--- src/rtl/adc_wake_pkg.sv ---
package adc_wake_pkg;

  typedef enum logic [2:0] {
    S_WAKE = 3'd0,
    S_IDLE = 3'd1,
    S_CONV = 3'd2,
    S_NAP  = 3'd3,
    S_STBY = 3'd4
  } wake_state_e;

  // ceiling of ns * mhz / 1000, never below one cycle
  function automatic int unsigned ns_to_cycles(input int unsigned ns,
                                               input int unsigned mhz);
    longint unsigned prod;
    longint unsigned cyc;
    prod = longint'(ns) * longint'(mhz);
    cyc  = (prod + 64'd999) / 64'd1000;
    if (cyc == 64'd0) cyc = 64'd1;
    return int'(cyc);
  endfunction

endpackage

--- src/rtl/wake_timer.sv ---
module wake_timer #(
  parameter int unsigned CW = 8,
  parameter logic [CW-1:0] RST_VAL = '0
) (
  input  logic          clk,
  input  logic          rst_n,
  input  logic          load,
  input  logic [CW-1:0] load_val,
  output logic          expired
);

  logic [CW-1:0] cnt;

  always_ff @(posedge clk) begin
    if (!rst_n)            cnt <= RST_VAL;
    else if (load)         cnt <= load_val;
    else if (cnt != '0)    cnt <= cnt - 1'b1;
  end

  // the cycle that starts with one count left is the last recovery cycle
  assign expired = (cnt == CW'(1));

  p_no_expire_after_load_r2: assert property (@(posedge clk) disable iff (!rst_n)
    (load && load_val > CW'(1)) |=> !expired);

endmodule

--- src/rtl/cnv_pulse.sv ---
module cnv_pulse #(
  parameter int unsigned WIDTH = 2
) (
  input  logic clk,
  input  logic rst_n,
  input  logic fire,
  output logic convst_n,
  output logic active
);

  localparam int unsigned PW = $clog2(WIDTH + 1);

  logic [PW-1:0] cnt;

  always_ff @(posedge clk) begin
    if (!rst_n)          cnt <= '0;
    else if (fire)       cnt <= PW'(WIDTH);
    else if (cnt != '0)  cnt <= cnt - 1'b1;
  end

  assign active   = (cnt != '0);
  assign convst_n = !active;

  generate
    if (WIDTH > 1) begin : g_wide
      p_pulse_held_r3: assert property (@(posedge clk) disable iff (!rst_n)
        $fell(convst_n) |=> !convst_n);
    end else begin : g_narrow
      p_pulse_single_r3: assert property (@(posedge clk) disable iff (!rst_n)
        ($fell(convst_n) && !fire) |=> convst_n);
    end
  endgenerate

endmodule

--- src/rtl/adc_wake_seq.sv ---
module adc_wake_seq
  import adc_wake_pkg::*;
#(
  parameter int unsigned CLK_MHZ          = 100,
  parameter int unsigned NAP_WAKE_NS      = 100,
  parameter int unsigned STBY_INT_WAKE_NS = 200000,
  parameter int unsigned STBY_EXT_WAKE_NS = NAP_WAKE_NS,
  parameter int unsigned CNV_LOW_CYC      = 2
) (
  input  logic clk,
  input  logic rst_n,
  input  logic conv_req,
  input  logic auto_nap_en,
  input  logic stby_req,
  input  logic ext_ref_sel,
  input  logic cnv_busy_n,
  output logic nap_o,
  output logic stby_o,
  output logic convst_n_o,
  output logic ready_o,
  output logic err_o
);

  localparam int unsigned NAP_CYC = ns_to_cycles(NAP_WAKE_NS, CLK_MHZ);
  localparam int unsigned INT_CYC = ns_to_cycles(STBY_INT_WAKE_NS, CLK_MHZ);
  localparam int unsigned EXT_CYC = ns_to_cycles(STBY_EXT_WAKE_NS, CLK_MHZ);
  localparam int unsigned MAX_A   = (NAP_CYC > EXT_CYC) ? NAP_CYC : EXT_CYC;
  localparam int unsigned MAX_CYC = (INT_CYC > MAX_A) ? INT_CYC : MAX_A;
  localparam int unsigned CW      = $clog2(MAX_CYC + 1);

  wake_state_e   state, state_nxt;
  logic          pend, pend_nxt;
  logic          seen_busy, seen_nxt;
  logic          tmr_load, tmr_expired;
  logic [CW-1:0] tmr_val;
  logic          cnv_fire, pulse_active, reject;

  wake_timer #(.CW(CW), .RST_VAL(CW'(INT_CYC))) u_timer (
    .clk(clk), .rst_n(rst_n), .load(tmr_load), .load_val(tmr_val),
    .expired(tmr_expired)
  );

  cnv_pulse #(.WIDTH(CNV_LOW_CYC)) u_pulse (
    .clk(clk), .rst_n(rst_n), .fire(cnv_fire),
    .convst_n(convst_n_o), .active(pulse_active)
  );

  always_comb begin
    state_nxt = state;
    pend_nxt  = pend;
    seen_nxt  = seen_busy;
    tmr_load  = 1'b0;
    tmr_val   = CW'(NAP_CYC);
    cnv_fire  = 1'b0;
    reject    = 1'b0;
    unique case (state)
      S_STBY: begin
        reject = conv_req;
        if (!stby_req) begin
          state_nxt = S_WAKE;
          tmr_load  = 1'b1;
          tmr_val   = ext_ref_sel ? CW'(EXT_CYC) : CW'(INT_CYC);
          pend_nxt  = 1'b0;
        end
      end
      S_NAP: begin
        if (stby_req) begin
          state_nxt = S_STBY;
          reject    = conv_req;
        end else if (conv_req) begin
          state_nxt = S_WAKE;
          tmr_load  = 1'b1;
          pend_nxt  = 1'b1;
        end
      end
      S_WAKE: begin
        if (stby_req) begin
          state_nxt = S_STBY;
          pend_nxt  = 1'b0;
          reject    = conv_req;
        end else if (tmr_expired) begin
          reject   = pend && conv_req;
          pend_nxt = 1'b0;
          if (pend || conv_req) begin
            cnv_fire  = 1'b1;
            seen_nxt  = 1'b0;
            state_nxt = S_CONV;
          end else begin
            state_nxt = S_IDLE;
          end
        end else if (conv_req) begin
          if (pend) reject   = 1'b1;
          else      pend_nxt = 1'b1;
        end
      end
      S_IDLE: begin
        if (stby_req) begin
          state_nxt = S_STBY;
          reject    = conv_req;
        end else if (conv_req) begin
          cnv_fire  = 1'b1;
          seen_nxt  = 1'b0;
          state_nxt = S_CONV;
        end
      end
      S_CONV: begin
        reject = conv_req;
        if (!cnv_busy_n) seen_nxt = 1'b1;
        if (seen_busy && cnv_busy_n && !pulse_active) begin
          seen_nxt = 1'b0;
          if (stby_req)         state_nxt = S_STBY;
          else if (auto_nap_en) state_nxt = S_NAP;
          else                  state_nxt = S_IDLE;
        end
      end
      default: state_nxt = S_WAKE;
    endcase
  end

  always_ff @(posedge clk) begin
    if (!rst_n) begin
      state     <= S_WAKE;
      pend      <= 1'b0;
      seen_busy <= 1'b0;
      err_o     <= 1'b0;
    end else begin
      state     <= state_nxt;
      pend      <= pend_nxt;
      seen_busy <= seen_nxt;
      err_o     <= reject;
    end
  end

  assign nap_o   = (state == S_NAP);
  assign stby_o  = (state == S_STBY);
  assign ready_o = (state == S_IDLE);

  p_power_lines_excl_r6: assert property (@(posedge clk) disable iff (!rst_n)
    !(nap_o && stby_o));
  p_no_start_in_stby_r6: assert property (@(posedge clk) disable iff (!rst_n)
    stby_o |-> convst_n_o);
  p_quiet_during_wake_r8: assert property (@(posedge clk) disable iff (!rst_n)
    (state == S_WAKE) |-> convst_n_o);
  p_ready_clean_r3: assert property (@(posedge clk) disable iff (!rst_n)
    ready_o |-> (convst_n_o && !nap_o && !stby_o));
  p_err_after_req_r10: assert property (@(posedge clk) disable iff (!rst_n)
    err_o |-> $past(conv_req));

endmodule

--- config.mk ---
export PLATFORM = sky130hd
export DESIGN_NAME = adc_wake_seq
export DESIGN_NICKNAME = d
export VERILOG_FILES = /design/src/rtl/adc_wake_pkg.sv /design/src/rtl/wake_timer.sv /design/src/rtl/cnv_pulse.sv /design/src/rtl/adc_wake_seq.sv
export SDC_FILE = /design/constraint.sdc
export NUM_CORES = 1
export LEC_CHECK = 0
export BUFFER_PORTS_ARGS = -buffer_cell sky130_fd_sc_hd__buf_2
export CAP_MARGIN = 20
export CORE_MARGIN = 1.5
export CORE_UTILIZATION = 57
export CTS_BUF_LIST = sky130_fd_sc_hd__clkbuf_16
export DETAILED_ROUTE_END_ITERATION = 10
export PLACE_DENSITY = 0.77
export SYNTH_ARGS = -nofsm -noshare
export SYNTH_HDL_FRONTEND = slang
export SYNTH_SLANG_ARGS = --single-unit
--- constraint.sdc ---
create_clock -name clk -period 2.1 [get_ports clk]
set_clock_uncertainty 0.05 [all_clocks]
set_input_delay 0.315 -clock clk [delete_from_list [all_inputs] [get_ports clk]]
set_output_delay 0.315 -clock clk [all_outputs]
set_load 0.01 [all_outputs]
Yosys cells after proc, flatten, opt, wreduce, memory -nomap -nowiden
Cells that the tools add are included.
Word-level totals
  bits in registers: 23
  input port bits: 7
  logic and storage cells: 92
Operators by class
  add/subtract/negate cells: 2
  eq/ne operators: 17
  mux-type cells: 47
  bitwise gates (word level): 1
  reduce and logical (&&, ||, !) cells: 18
Operators with widths (count)
  $mux 15: 5
  $mux 3: 9
  $mux 1: 23
  $ne 2x2->1 const B: 8
  $eq 15x1->1 const B: 1
  $pmux 3 s5: 1
  $reduce_bool 15->1: 1
  $sub 15x1->15 const B: 1
  $ne 3x3->1 const B: 4
  $pmux 1 s3: 3
  $mux 2: 4
  $reduce_and 7->1: 1
  $eq 3x2->1 const B: 2
  $reduce_bool 2->1: 3
  $reduce_bool 3->1: 2
  $reduce_or 2->1: 3
  $reduce_and 5->1: 1
  $pmux 1 s2: 2
  $eq 3x1->1 const B: 1
  $eq 3x3->1 const B: 1
  $logic_and 1x1->1: 3
  $logic_not 3->1: 1
  $reduce_and 3->1: 1
  $sub 2x1->2 const B: 1
  3 further kinds: 3

Depth between registers and ports, before layout
  depth in word-level cells: 6
  depth in mapped cells: 7

Modules after synthesis
From an unflattened synthesis, not the netlist that was laid out.
Unflattened totals
  cells, all modules: 178
  area total of the unflattened synthesis: 1398.8 um^2
Modules (own cells, without submodules)
  wake_timer: instances 1, cells each 102, area each 865.8 um^2
  adc_wake_seq: instances 1, cells each 69, area each 461.7 um^2
  cnv_pulse: instances 1, cells each 7, area each 71.3 um^2

Worst setup path before layout
No wires, ideal clock.
  path kind: reg-to-reg
  start: register u_timer.cnt[0]
  end: register u_timer.cnt[6]
  library setup time: 121 ps
  arrival time: 1624 ps
  data required time: 1929 ps
  setup slack: 304 ps
  stages on the path, launching flop included: 8
  path buffers: 0
  clock period less this slack: 1796 ps
  cells stage by stage: dfxtp_1 inv_1 ha_1 nor4b_2 nand4_1 o21ai_0 xor2_1 nor2_1
Between the ends
  word-level cells in the longest chain between the ends: 3
  elaborated cells on any way between the ends: 5
  classes of those cells: 1 x add/sub; 2 x mux; 2 x reduce/logical
RTL lines
  start, declared: RTL line wake_timer.sv:12  | logic [CW-1:0] cnt;
  start signal, assigned: RTL line wake_timer.sv:16  | else if (load) cnt <= load_val;
  start signal, assigned: RTL line wake_timer.sv:17  | else if (cnt != '0) cnt <= cnt - 1'b1;
  $sub 15x1->15: RTL line wake_timer.sv:17
  $mux 15: RTL line wake_timer.sv:17
  $mux 15: RTL line wake_timer.sv:16
Parallel ways exist; a longest one is shown, timed or not. The select of a mux whose other input is x is not followed.
A chain may end at the register's enable or synchronous reset.

Worst setup path in the final report
  start: register u_timer.cnt[1]
  end: register u_timer.cnt[10]
Same word-level chain as after synthesis.

==> run summary <==
The flow ran to the end, and the final reports show no timing, DRC or antenna violations. The cell area power density came out at 771.3 nW/um^2. The cts-stage hold buffer count is 0.

The net total in the final layout is 189. The number of instances in the synthesized netlist came out at 161. The TritonCTS clock tree is done. The max-slew violation total from the final report came out at 0. STA classifies the critical path endpoint as a register.

The final weighted congestion of routability-driven global placement came out at 0.9077. For this configuration, the core starts out at a cell density of 0.5934. The worst hold path endpoint is err_o$_SDFF_PN0_. The number of antenna violations at the first check in global routing came out at 0. The type of the most critical hold path is in2reg. The wire length of the first global-routing pass is 5333 um. In the post-synthesis netlist, the biggest area contributors are dfxtp_1, nor2_1, nand2_1. The netlist area before placement came out at 1300 sq um.

Across the run, the number of max-cap violations was 0. For this run, the leading register cell type out of synthesis is dfxtp_1. The DRC violation total after the first TritonRoute iteration came out at 70. CTS placed an instance of clkbuf_16 at the clock tree root. The startpoint identified for the worst hold timing path is conv_req. The wire length reported by the detailed router is 3230 um. The length of the first detailed-routing pass in iterations came out at 4. The aggregate global routing overflow came out at 0. The area growth from synthesis to layout came out at 16.75%. The worst register-to-register path begins at u_timer.cnt[1]$_SDFFE_PN0P_. Counting flops with a built-in enable in the synthesized netlist gives 0. The detailed-route DRC error count is 0. Static timing analysis puts the maximum clock frequency at 495.3 MHz. At the worst endpoint, the arrival time is 2.09 ns. The latest clock arrival within the worst-skew pair came out at 0.26 ns.

For this design the top-level I/O count stands at 12. In this run the register-to-register setup slack is 0.08 ns. The die span in x is 50.76 um. The share of synthesized registers carrying an async set or reset is 0.

The via count of the routed design is 1,272. The fraction of the yosys area taken by sequential cells is 0.3542. The clock buffer count from CTS came out at 3. The share of the synthesized area in the top cell type came out at 0.3542. In this run the remaining antenna-violating nets after routing total 0.

STA classifies the critical path startpoint as a register. The yosys synthesis warning count is 0. The cell count of the worst reg-to-reg path came out at 7.

The number of nets in the synthesized netlist is 170. The via count of the first global-routing pass is 1,187. The die covers 2576 sq um.

The cell taking the most area after synthesis is dfxtp_1. The cell depth of the worst hold path is 3. The number of clock sinks is 23. The routed wire length per instance came out at 15.60 um. The number of failing hold endpoints at the final stage is 0.

Dividing the synthesized area by the synthesized cell count gives 8.075 sq um. In the global route stage, overall resource usage came out at 0.2763. The clock-pin slew of the registers on the worst-case setup and hold paths came out at 0.06 ns. The endpoint required time on the critical path is 2.17 ns.

The number of failing setup endpoints in the final timing report came out at 0. At the pin with the least slew margin, the transition time is 0.4158 ns. In this run the critical register-to-register path is captured at u_timer.cnt[10]$_SDFFE_PN1P_.

After layout, the minimum clock period comes to 2.019 ns. The fill cell total of the finished layout came out at 181. The highest net fanout along the worst path came out at 5. The HPWL after detailed placement is 2221 um.

The site row count came out at 17. Setup total negative slack on the finished layout was measured at 0 ns. The core outline area is 2191 sq um.

The portion of the clock cycle consumed by the worst path in the final layout is 0.9614. The final cell count without fillers came out at 207. The H-tree level count is 1. Synthesis instantiated 44 different standard cells from the library. The fraction of final layout cells with drive strength greater than 1 came out at 0.1676. The worst ir drop on vdd is 0.0006336 V. The repair_antennas step left the layout with diodes totalling 0. The leakage dissipation is 0.6235 nW.

The largest net degree at the start of global routing is 17. Using the TritonRoute via totals, the vias-per-cell ratio works out to 6.145. From bottom edge to top edge, the die measures 50.76 um. The number of buffer cells added on primary ports is 11. The flip-flop and latch count after synthesis is 23. Counting along the longest clock path gives a buffer depth of 2.

The worst relative slew slack is 0.7215. The critical path is of the reg2reg type. The number of placed cells counting well taps came out at 202.
[metal layers]
layer | global-route usage | part of all wire
met5 | 0 | 0
met4 | 0.1126 | 0.012
met3 | 0.04464 | 0.087
met2 | 0.4518 | 0.47
met1 | 0.3611 | 0.43
[flip-flops by register name (all words and copies together), names as in the netlist]
signal       flops
seen_busy        1
u_timer.cnt     15
err_o            1
state            3
pend             1
u_pulse.cnt      2
[worst max-delay path: stages, from the launching register on]
cell	delay (ns)
dfxtp_1	0.34
inv_1	0.10
ha_1	0.22
nor4b_4	0.34
nand2_1	0.20
or3_1	0.37
mux2i_1	0.16
o211ai_1	0.11
[logic make-up after synthesis]
kind of cell	synth area share
compound gates	0.1964
xor+xnor	0.06064
fa+ha+maj	0.01925
buf+inv	0.02983
flops	0.3542
mux	0.007700
simple gates	0.3320
[report_power, final]
group	switching [mW]	internal, mW
combinational	0.127	0.108
clock	0.159	0.255
sequential	0.0495	0.472
total	0.336	0.835
[timing repair]
item | 4_1_cts | 5_1_grt
setup buffers | 0 | 1
endpoints found under the setup margin | 0 | 9
resized for setup | 0 | 1
[worst max-delay path by stage]
| stage | slack, ns | end | cells after the start | from |
|---|---|---|---|---|
| 2_1_floorplan | 0.30 | u_timer.cnt[6]$_SDFFE_PN0P_ | 7 | u_timer.cnt[0]$_SDFFE_PN0P_ |
| 3_3_place_gp | 0.17 | u_timer.cnt[6]$_SDFFE_PN0P_ | 7 | u_timer.cnt[0]$_SDFFE_PN0P_ |
| 3_5_place_dp | 0.03 | u_timer.cnt[6]$_SDFFE_PN0P_ | 7 | u_timer.cnt[1]$_SDFFE_PN0P_ |
| 4_1_cts | 0.01 | u_timer.cnt[6]$_SDFFE_PN0P_ | 7 | u_timer.cnt[1]$_SDFFE_PN0P_ |
| 5_1_grt | -0.007 | u_timer.cnt[10]$_SDFFE_PN1P_ | 7 | u_timer.cnt[1]$_SDFFE_PN0P_ |
| 6_report | 0.08 | u_timer.cnt[10]$_SDFFE_PN1P_ | 7 | u_timer.cnt[1]$_SDFFE_PN0P_ |
[synthesized netlist by cell type, types with 2 or more instances]
| library cell | number |
|---|---|
| nand4b_1 | 3 |
| a21oi_1 | 10 |
| xor2_1 | 3 |
| or2_2 | 2 |
| or3_1 | 4 |
| inv_1 | 5 |
| o21ai_0 | 8 |
| nor4_1 | 3 |
| clkbuf_1 | 4 |
| nor3_1 | 6 |
| nand2_1 | 17 |
| nand4_1 | 2 |
| dfxtp_1 | 23 |
| o21a_1 | 4 |
| nand3_1 | 3 |
| nor3_2 | 2 |
| and3_1 | 5 |
| and2_1 | 4 |
| xnor2_1 | 6 |
| a211oi_1 | 3 |
| ha_1 | 2 |
| a211o_1 | 2 |
| nor2_1 | 19 |
[area by class of cell]
class / instances / area [sq um] / share of cell area
Tap cell: 28 / 35.03 / 0.02308
Clock inverter: 1 / 3.754 / 0.002473
Clock buffer: 3 / 75.07 / 0.04946
Sequential cell: 23 / 460.4 / 0.3034
Timing Repair Buffer: 19 / 115.1 / 0.07584
Multi-Input combinational cell: 128 / 809.5 / 0.5334
Inverter: 5 / 18.77 / 0.01237
[per-stage QoR]
step           cell area (sq um)  utilization  setup WS, ns  total power, mW  hold slack (ns)
2_1_floorplan               1300            -        0.3043           0.6839           0.3980
3_3_place_gp                1423       0.6493        0.1660           0.7372           0.4138
3_5_place_dp                1423       0.6493       0.02722           0.7485           0.4244
4_1_cts                     1501       0.6853       0.01463            1.159           0.2964
5_1_grt                     1518       0.6927     -0.006518            1.218           0.3244
6_report                    1518       0.6927       0.08109            1.171           0.2892
[placed cells by master (no fill, tap or decap), types with 2 or more instances in the layout]
master	n
a211o_1	2
a211oi_1	3
a21oi_1	10
and2_1	4
and3_1	5
buf_2	11
buf_4	8
clkbuf_16	3
dfxtp_1	23
ha_1	2
inv_1	6
nand2_1	17
nand3_1	3
nand4_1	2
nand4b_1	3
nor2_1	19
nor3_1	6
nor3_2	2
nor4_1	3
o21a_1	4
o21ai_0	8
or2_2	2
or3_1	4
xnor2_1	6
xor2_1	3
Power figures use the tool's default switching activity.
